### src/rtl/hrf_pkg.sv
package hrf_pkg;
  typedef enum logic [1:0] {
    SEQ_IDLE = 2'd0,
    SEQ_CMD  = 2'd1,
    SEQ_RSP  = 2'd2
  } seq_kind_t;

  localparam int unsigned BYTE_W = 8;

  localparam logic [BYTE_W-1:0] PTR_CTRL = 8'h00;
  localparam logic [BYTE_W-1:0] PTR_STAT = 8'h01;
  localparam logic [BYTE_W-1:0] PTR_RST  = 8'h02;
  localparam logic [BYTE_W-1:0] PTR_CMDW = 8'h10;
  localparam logic [BYTE_W-1:0] PTR_RSPW = 8'h11;

  localparam int unsigned EN_BITS     = 4;
  localparam int unsigned BIT_CMD_CLR = 4;
  localparam int unsigned BIT_RSP_CLR = 5;
  localparam int unsigned BIT_ERR     = 7;
  localparam int unsigned BIT_DEVRST  = 0;
  localparam int unsigned BIT_SELFRST = 1;
endpackage

### src/rtl/hrf_seq_track.sv
module hrf_seq_track
  import hrf_pkg::*;
#(
  parameter int unsigned NBYTES = 4,
  localparam int unsigned IW = (NBYTES > 1) ? $clog2(NBYTES) : 1
) (
  input  logic          clk,
  input  logic          rst_n,
  input  logic          srst,
  input  logic          data_wr,
  input  logic          data_rd,
  input  logic          hit_cmd,
  input  logic          hit_rsp,
  output logic [IW-1:0] idx,
  output logic          last,
  output logic          brk,
  output logic          cmd_op,
  output logic          rsp_op
);
  seq_kind_t     kind_q;
  logic [IW-1:0] cnt_q;
  logic          any_op;
  logic          cont;

  always_comb begin
    cmd_op = data_wr & hit_cmd;
    rsp_op = data_rd & ~data_wr & hit_rsp;
    any_op = data_wr | data_rd;
    cont   = ((kind_q == SEQ_CMD) & cmd_op) | ((kind_q == SEQ_RSP) & rsp_op);
    brk    = any_op & (kind_q != SEQ_IDLE) & ~cont;
    idx    = brk ? '0 : cnt_q;
    last   = (idx == IW'(NBYTES - 1));
  end

  always_ff @(posedge clk or negedge rst_n) begin
    if (!rst_n) begin
      kind_q <= SEQ_IDLE;
      cnt_q  <= '0;
    end else if (srst) begin
      kind_q <= SEQ_IDLE;
      cnt_q  <= '0;
    end else if (cmd_op | rsp_op) begin
      if (last) begin
        kind_q <= SEQ_IDLE;
        cnt_q  <= '0;
      end else begin
        kind_q <= cmd_op ? SEQ_CMD : SEQ_RSP;
        cnt_q  <= idx + 1'b1;
      end
    end else if (any_op) begin
      kind_q <= SEQ_IDLE;
      cnt_q  <= '0;
    end
  end
endmodule

### src/rtl/hrf_cmd_pack.sv
module hrf_cmd_pack
  import hrf_pkg::*;
#(
  parameter int unsigned NBYTES = 4,
  localparam int unsigned IW = (NBYTES > 1) ? $clog2(NBYTES) : 1
) (
  input  logic                         clk,
  input  logic                         rst_n,
  input  logic                         srst,
  input  logic                         cmd_op,
  input  logic [IW-1:0]                idx,
  input  logic                         last,
  input  logic [BYTE_W-1:0]            wr_byte,
  input  logic                         wr_en,
  output logic                         cmd_valid,
  output logic [NBYTES*BYTE_W-1:0]     cmd_data
);
  logic [NBYTES-1:0][BYTE_W-1:0] hold_q;
  logic [NBYTES-1:0][BYTE_W-1:0] asm_w;

  generate
    for (genvar l = 0; l < NBYTES; l++) begin : g_lane
      assign asm_w[l] = (l == NBYTES - 1) ? wr_byte : hold_q[l];

      always_ff @(posedge clk or negedge rst_n) begin
        if (!rst_n) hold_q[l] <= '0;
        else if (srst) hold_q[l] <= '0;
        else if (cmd_op && (idx == IW'(l))) hold_q[l] <= wr_byte;
      end
    end
  endgenerate

  always_ff @(posedge clk or negedge rst_n) begin
    if (!rst_n) begin
      cmd_valid <= 1'b0;
      cmd_data  <= '0;
    end else if (srst) begin
      cmd_valid <= 1'b0;
      cmd_data  <= '0;
    end else if (cmd_op && last && wr_en) begin
      cmd_valid <= 1'b1;
      cmd_data  <= asm_w;
    end else begin
      cmd_valid <= 1'b0;
    end
  end
endmodule

### src/rtl/hrf_rsp_unpack.sv
module hrf_rsp_unpack
  import hrf_pkg::*;
#(
  parameter int unsigned NBYTES = 4,
  localparam int unsigned IW = (NBYTES > 1) ? $clog2(NBYTES) : 1
) (
  input  logic                     clk,
  input  logic                     rst_n,
  input  logic                     srst,
  input  logic                     rsp_op,
  input  logic [IW-1:0]            idx,
  input  logic                     rd_en,
  input  logic                     rsp_valid,
  input  logic [NBYTES*BYTE_W-1:0] rsp_data,
  output logic                     rsp_ready,
  output logic [BYTE_W-1:0]        byte_out
);
  logic [NBYTES-1:0][BYTE_W-1:0] word_q;
  logic [NBYTES-1:0][BYTE_W-1:0] head_w;
  logic                          first;

  assign head_w = rsp_data;

  always_comb begin
    first     = rsp_op & (idx == '0);
    rsp_ready = first & rd_en & rsp_valid;
    if (idx == '0) byte_out = rsp_ready ? head_w[0] : '0;
    else           byte_out = word_q[idx];
  end

  always_ff @(posedge clk or negedge rst_n) begin
    if (!rst_n) word_q <= '0;
    else if (srst) word_q <= '0;
    else if (first) word_q <= rsp_ready ? head_w : '0;
  end
endmodule

### src/rtl/hrf_ctrl_regs.sv
module hrf_ctrl_regs
  import hrf_pkg::*;
(
  input  logic               clk,
  input  logic               rst_n,
  input  logic               data_wr,
  input  logic               hit_ctrl,
  input  logic               hit_stat,
  input  logic               hit_rst,
  input  logic [BYTE_W-1:0]  wr_byte,
  input  logic               brk,
  input  logic               proto_err,
  output logic [EN_BITS-1:0] en_q,
  output logic               cmd_clr_q,
  output logic               rsp_clr_q,
  output logic               dev_rst_q,
  output logic               soft_q,
  output logic               err_q
);
  logic wr_ctrl, wr_stat, wr_rst;
  logic err_set, err_clr;

  always_comb begin
    wr_ctrl = data_wr & hit_ctrl;
    wr_stat = data_wr & hit_stat;
    wr_rst  = data_wr & hit_rst;
    err_set = brk | proto_err;
    err_clr = wr_stat & wr_byte[BIT_ERR];
  end

  always_ff @(posedge clk or negedge rst_n) begin
    if (!rst_n) begin
      en_q      <= '0;
      cmd_clr_q <= 1'b0;
      rsp_clr_q <= 1'b0;
      dev_rst_q <= 1'b0;
      soft_q    <= 1'b0;
      err_q     <= 1'b0;
    end else if (soft_q) begin
      en_q      <= '0;
      cmd_clr_q <= 1'b0;
      rsp_clr_q <= 1'b0;
      dev_rst_q <= 1'b0;
      soft_q    <= 1'b0;
      err_q     <= 1'b0;
    end else begin
      if (wr_ctrl) en_q <= wr_byte[EN_BITS-1:0];
      cmd_clr_q <= wr_ctrl & wr_byte[BIT_CMD_CLR];
      rsp_clr_q <= wr_ctrl & wr_byte[BIT_RSP_CLR];
      if (wr_rst) dev_rst_q <= wr_byte[BIT_DEVRST];
      soft_q <= wr_rst & wr_byte[BIT_SELFRST];
      if (err_set) err_q <= 1'b1;
      else if (err_clr) err_q <= 1'b0;
    end
  end
endmodule

### src/rtl/hostreg_word_bridge.sv
module hostreg_word_bridge
  import hrf_pkg::*;
#(
  parameter int unsigned NBYTES = 4,
  localparam int unsigned IW = (NBYTES > 1) ? $clog2(NBYTES) : 1,
  localparam int unsigned WW = NBYTES * BYTE_W
) (
  input  logic              clk,
  input  logic              rst_n,
  input  logic              addr_wr,
  input  logic              addr_rd,
  input  logic              data_wr,
  input  logic              data_rd,
  input  logic [BYTE_W-1:0] wr_byte,
  output logic [BYTE_W-1:0] rd_byte,
  input  logic              proto_err,
  output logic              cmd_valid,
  input  logic              cmd_ready,
  output logic [WW-1:0]     cmd_data,
  input  logic              cmd_empty,
  input  logic              rsp_valid,
  output logic              rsp_ready,
  input  logic [WW-1:0]     rsp_data,
  input  logic              rsp_full,
  output logic              cmd_wr_en,
  output logic              cmd_rd_en,
  output logic              rsp_wr_en,
  output logic              rsp_rd_en,
  output logic              cmd_clr,
  output logic              rsp_clr,
  output logic              dev_rst,
  output logic              self_rst
);
  logic [BYTE_W-1:0]  addr_q;
  logic               hit_ctrl, hit_stat, hit_rst, hit_cmd, hit_rsp;
  logic [IW-1:0]      idx;
  logic               last, brk, cmd_op, rsp_op;
  logic [EN_BITS-1:0] en_q;
  logic               soft_q, err_flag;
  logic [BYTE_W-1:0]  rsp_byte;
  logic [BYTE_W-1:0]  stat_byte;
  logic [BYTE_W-1:0]  data_mux;

  always_comb begin
    hit_ctrl = (addr_q == PTR_CTRL);
    hit_stat = (addr_q == PTR_STAT);
    hit_rst  = (addr_q == PTR_RST);
    hit_cmd  = (addr_q == PTR_CMDW);
    hit_rsp  = (addr_q == PTR_RSPW);
  end

  hrf_seq_track #(.NBYTES(NBYTES)) u_seq (
    .clk     (clk),
    .rst_n   (rst_n),
    .srst    (soft_q),
    .data_wr (data_wr),
    .data_rd (data_rd),
    .hit_cmd (hit_cmd),
    .hit_rsp (hit_rsp),
    .idx     (idx),
    .last    (last),
    .brk     (brk),
    .cmd_op  (cmd_op),
    .rsp_op  (rsp_op)
  );

  hrf_ctrl_regs u_regs (
    .clk       (clk),
    .rst_n     (rst_n),
    .data_wr   (data_wr),
    .hit_ctrl  (hit_ctrl),
    .hit_stat  (hit_stat),
    .hit_rst   (hit_rst),
    .wr_byte   (wr_byte),
    .brk       (brk),
    .proto_err (proto_err),
    .en_q      (en_q),
    .cmd_clr_q (cmd_clr),
    .rsp_clr_q (rsp_clr),
    .dev_rst_q (dev_rst),
    .soft_q    (soft_q),
    .err_q     (err_flag)
  );

  hrf_cmd_pack #(.NBYTES(NBYTES)) u_pack (
    .clk       (clk),
    .rst_n     (rst_n),
    .srst      (soft_q),
    .cmd_op    (cmd_op),
    .idx       (idx),
    .last      (last),
    .wr_byte   (wr_byte),
    .wr_en     (en_q[0]),
    .cmd_valid (cmd_valid),
    .cmd_data  (cmd_data)
  );

  hrf_rsp_unpack #(.NBYTES(NBYTES)) u_unpack (
    .clk       (clk),
    .rst_n     (rst_n),
    .srst      (soft_q),
    .rsp_op    (rsp_op),
    .idx       (idx),
    .rd_en     (en_q[3]),
    .rsp_valid (rsp_valid),
    .rsp_data  (rsp_data),
    .rsp_ready (rsp_ready),
    .byte_out  (rsp_byte)
  );

  assign cmd_wr_en = en_q[0];
  assign cmd_rd_en = en_q[1];
  assign rsp_wr_en = en_q[2];
  assign rsp_rd_en = en_q[3];
  assign self_rst  = soft_q;

  always_comb begin
    stat_byte = {err_flag, 3'b000, rsp_full, ~rsp_valid, ~cmd_ready, cmd_empty};
    unique case (1'b1)
      hit_ctrl: data_mux = {{(BYTE_W-EN_BITS){1'b0}}, en_q};
      hit_stat: data_mux = stat_byte;
      hit_rst:  data_mux = {{(BYTE_W-1){1'b0}}, dev_rst};
      hit_rsp:  data_mux = rsp_byte;
      default:  data_mux = '0;
    endcase
  end

  always_ff @(posedge clk or negedge rst_n) begin
    if (!rst_n) begin
      addr_q  <= '0;
      rd_byte <= '0;
    end else if (soft_q) begin
      addr_q  <= '0;
      rd_byte <= '0;
    end else begin
      if (addr_wr) addr_q <= wr_byte;
      if (addr_rd) rd_byte <= addr_q;
      else if (data_rd) rd_byte <= data_mux;
    end
  end
endmodule

### config.mk
export PLATFORM = sky130hd
export DESIGN_NAME = hostreg_word_bridge
export DESIGN_NICKNAME = d
export VERILOG_FILES = /design/src/rtl/hrf_pkg.sv /design/src/rtl/hrf_seq_track.sv /design/src/rtl/hrf_cmd_pack.sv /design/src/rtl/hrf_rsp_unpack.sv /design/src/rtl/hrf_ctrl_regs.sv /design/src/rtl/hostreg_word_bridge.sv
export SDC_FILE = /design/constraint.sdc
export NUM_CORES = 1
export LEC_CHECK = 0
export BUFFER_PORTS_ARGS = -buffer_cell sky130_fd_sc_hd__buf_4
export CAP_MARGIN = 0
export CORE_MARGIN = 2
export CORE_UTILIZATION = 59
export CTS_CLUSTER_DIAMETER = 80
export CTS_CLUSTER_SIZE = 20
export DETAILED_ROUTE_END_ITERATION = 10
export PLACE_DENSITY = 0.89
export SLEW_MARGIN = 20
export SYNTH_ARGS = -nofsm -noshare
export SYNTH_HDL_FRONTEND = slang
export SYNTH_HIERARCHICAL = 1
export SYNTH_SLANG_ARGS = --single-unit
### constraint.sdc
create_clock -name clk -period 4.8 [get_ports clk]
set_input_delay 0.48 -clock clk [delete_from_list [all_inputs] [get_ports clk]]
set_output_delay 0.48 -clock clk [all_outputs]
set_load 0.1 [all_outputs]
==> flow_summary.json <==
{
  "outcome": "finished, final reports clean",
  "cpMaxStageDelayCell": "dfrtp_1",
  "critical_path_class": "reg2reg",
  "relSlewSlack_pct": 35.4,
  "synth_top_area_cell": "dfrtp_1",
  "reg2reg_from": "addr_q[0]",
  "fillers": 604,
  "rsz0062_at_grt": "no",
  "routed_wl_um": 12300,
  "fin_nets": 574,
  "cts.sinks": 110,
  "insertion_delay_ps": 380,
  "ir_drop_v": 0.000215,
  "maxCapViolations": 0,
  "boundaryPins": 101,
  "core_area_mm2": 0.00868,
  "synth_warnings": 6,
  "mostFrequentLayoutCells": "dfrtp_1 (109), buf_4 (104), mux2i_1 (73)",
  "slew_violations": 0,
  "final_common_cell": "dfrtp_1",
  "power.total_mw": 2.15,
  "critPathLaunchType": "flip-flop",
  "hpwl_um": 8320,
  "min_path_type": "in2async",
  "clock.fmax_ghz": 0.272,
  "clockRootBuffer": "clkbuf_8",
  "crit_chain": "nor4b_4 -> and3_2 -> nand2b_1 -> a21oi_1 -> nor2_1 -> nor2b_1 -> buf_4 -> nor2b_1 -> a221o_1 -> mux2_2 -> a32oi_1 -> o31ai_1",
  "synthTopCellsByArea": "dfrtp_1 (52%), mux2i_1 (14%), nand2b_1 (8.2%), a22o_2 (2.5%), a22o_1 (2.2%)",
  "clk_pin_slew_ps": 120,
  "synth.cell_area_mm2": 0.00526,
  "antenna_found_initial": 0,
  "slowest_delay_ps": 560,
  "holdBufCountCts": 0,
  "cp.arrival_ps": 3970,
  "period_needed_ps": 3680,
  "p_leak_nw": 2.97,
  "cts-buffers-inserted": 9,
  "wl_per_cell_um": 19.3,
  "clock_path_buffers": 2,
  "fin_skew_ps": 12.4,
  "start_util_pct": 60.6,
  "detail-route-antenna-nets": 0,
  "crit_fanout": 11,
  "grt_first_pass_wirelength_um": 19500,
  "worst_pin_slew_ps": 969,
  "drive_above_1_share_pct": 28.7,
  "die_y_um": 98.4,
  "post_cts_resize_count": 0,
  "drt_iter0_drc": 317,
  "syn_to_final_growth_pct": 17.4,
  "setup_tns_ps": 0,
  "diodes": 0,
  "syn_area_per_cell_um2": 12.0,
  "final_hold_viol_count": 0,
  "overflow": 0,
  "cts_setup_buffers": 0,
  "synthFlopType": "dfrtp_1",
  "io_buffer_count": 100,
  "synth_edf_count": 0,
  "grt_pass1_vias": 3805,
  "cp_common_cell": "nor2b_1",
  "critical_path_required_ps": 5090,
  "async_reset_ff_share_pct": 100,
  "yosysSeqAreaShare_pct": 52.4,
  "r2r-end": "rd_byte[0]",
  "syn_nets": 490,
  "r2r_cells": 12,
  "grt_max_degree": 76,
  "num_rows": 34,
  "via_per_inst": 6.01,
  "firstDrtPassIters": 5,
  "yosysUniqueCellTypes": 53,
  "synth_cells": 438,
  "die_w_um": 98.4,
  "route.vias.total": 3819,
  "ys_ff_latch": 110,
  "grtUsageTotal_pct": 25.9,
  "synth.top_cell.area_share_pct": 52.4,
  "die_area_mm2": 0.00968,
  "drc_errors": 0,
  "setup_viol_count_final": 0,
  "reg2reg_slack_ps": 1120,
  "cts_tree": "yes",
  "htree_levels": 3,
  "cp-end-kind": "flip-flop",
  "fin_crit_sh_pct": 76.7,
  "power.density_mw_per_mm2": 348,
  "gp_congestion": 0.972
}
[report_power, final]
part | internal, mW | switching (mW)
Combinational | 0.141 | 0.416
Clock | 0.201 | 0.341
Sequential | 0.998 | 0.0521
[Yosys cell counts (all sizes together), types with 4 or more instances]
cell type and n:
clkbuf 10, a221o 8, a21bo 5, nand2 5, nor3 5, a22o 26
a21oi 10, o32ai 4, nor2 20, nand3 9, inv 9, nor2b 11
dfrtp 110, nand2b 69, mux2i 73, buf 22, a22oi 6
[cell families after synthesis]
family                     after synthesis  share of synthesized area, %
adders and majority gates                1                         0.238
muxes                                   76                          14.5
DFF                                    110                          52.4
and+or+nand+nor                        139                          16.3
AOI/OAI and AO/OA                       71                          11.8
buffers and inverters                   41                          4.69
[critical path: cells and delay by family (launching register included)]
family	cells	cell delay, ps
and+or+nand+nor	6	1780
AOI/OAI and AO/OA	4	830
DFF	1	560
buffers and inverters	1	290
muxes	1	150
[state kept, by name, indices dropped and copies added (netlist names)]
name	cells
addr_q	8
rd_byte	8
u_pack/asm_w	24
u_pack/cmd_data	32
u_pack/cmd_valid	1
u_regs/cmd_clr_q	1
u_regs/dev_rst_q	1
u_regs/en_q	4
u_regs/err_q	1
u_regs/rsp_clr_q	1
u_regs/soft_q	1
u_seq/cnt_q	2
u_seq/kind_q	2
u_unpack/word_q	24
[worst max-delay path by stage]
stage | from | end | depth (start not counted)
after detailed placement | addr_q[0] | u_pack/cmd_data[23] | 9
after CTS | addr_q[0] | u_pack/cmd_data[23] | 9
after floorplan | addr_q[1] | rd_byte[0] | 14
final | addr_q[0] | rd_byte[0] | 12
after global routing | addr_q[0] | rd_byte[2] | 12
after global placement | addr_q[0] | u_pack/cmd_data[5] | 9
[routing by layer]
metal  part of all wire, %  GRT usage [%]
met5                     0              0
met4                   3.0           10.2
met3                   6.3           5.37
met2                    47           39.7
met1                    43           36.7
[through the flow]
| stage | cell area (um^2) | std cells | util, % | hold slack [ps] | setup slack, ps |
|---|---|---|---|---|---|
| detailed placement | 5960 | 618 | 68.7 | 490 | 1220 |
| floorplan | 5260 | 438 | - | 184 | 1630 |
| global route | 6170 | 635 | 71.1 | 280 | 814 |
| global placement | 5960 | 618 | 68.7 | 484 | 1400 |
| CTS | 6150 | 634 | 70.8 | 252 | 1180 |
| finish | 6170 | 635 | 71.1 | 217 | 1120 |
[cell type report]
| class | count | area [um^2] | area share, % |
|---|---|---|---|
| repair buffers | 105 | 796 | 12.9 |
| multi-input cells | 287 | 2260 | 36.7 |
| inverters | 9 | 33.8 | 0.548 |
| flip-flops and latches | 110 | 2750 | 44.6 |
| clock buffers | 9 | 124 | 2.01 |
| well taps | 108 | 135 | 2.19 |
| clock inverters | 7 | 65.1 | 1.05 |
No activity file was read; power rests on OpenSTA's default activity.
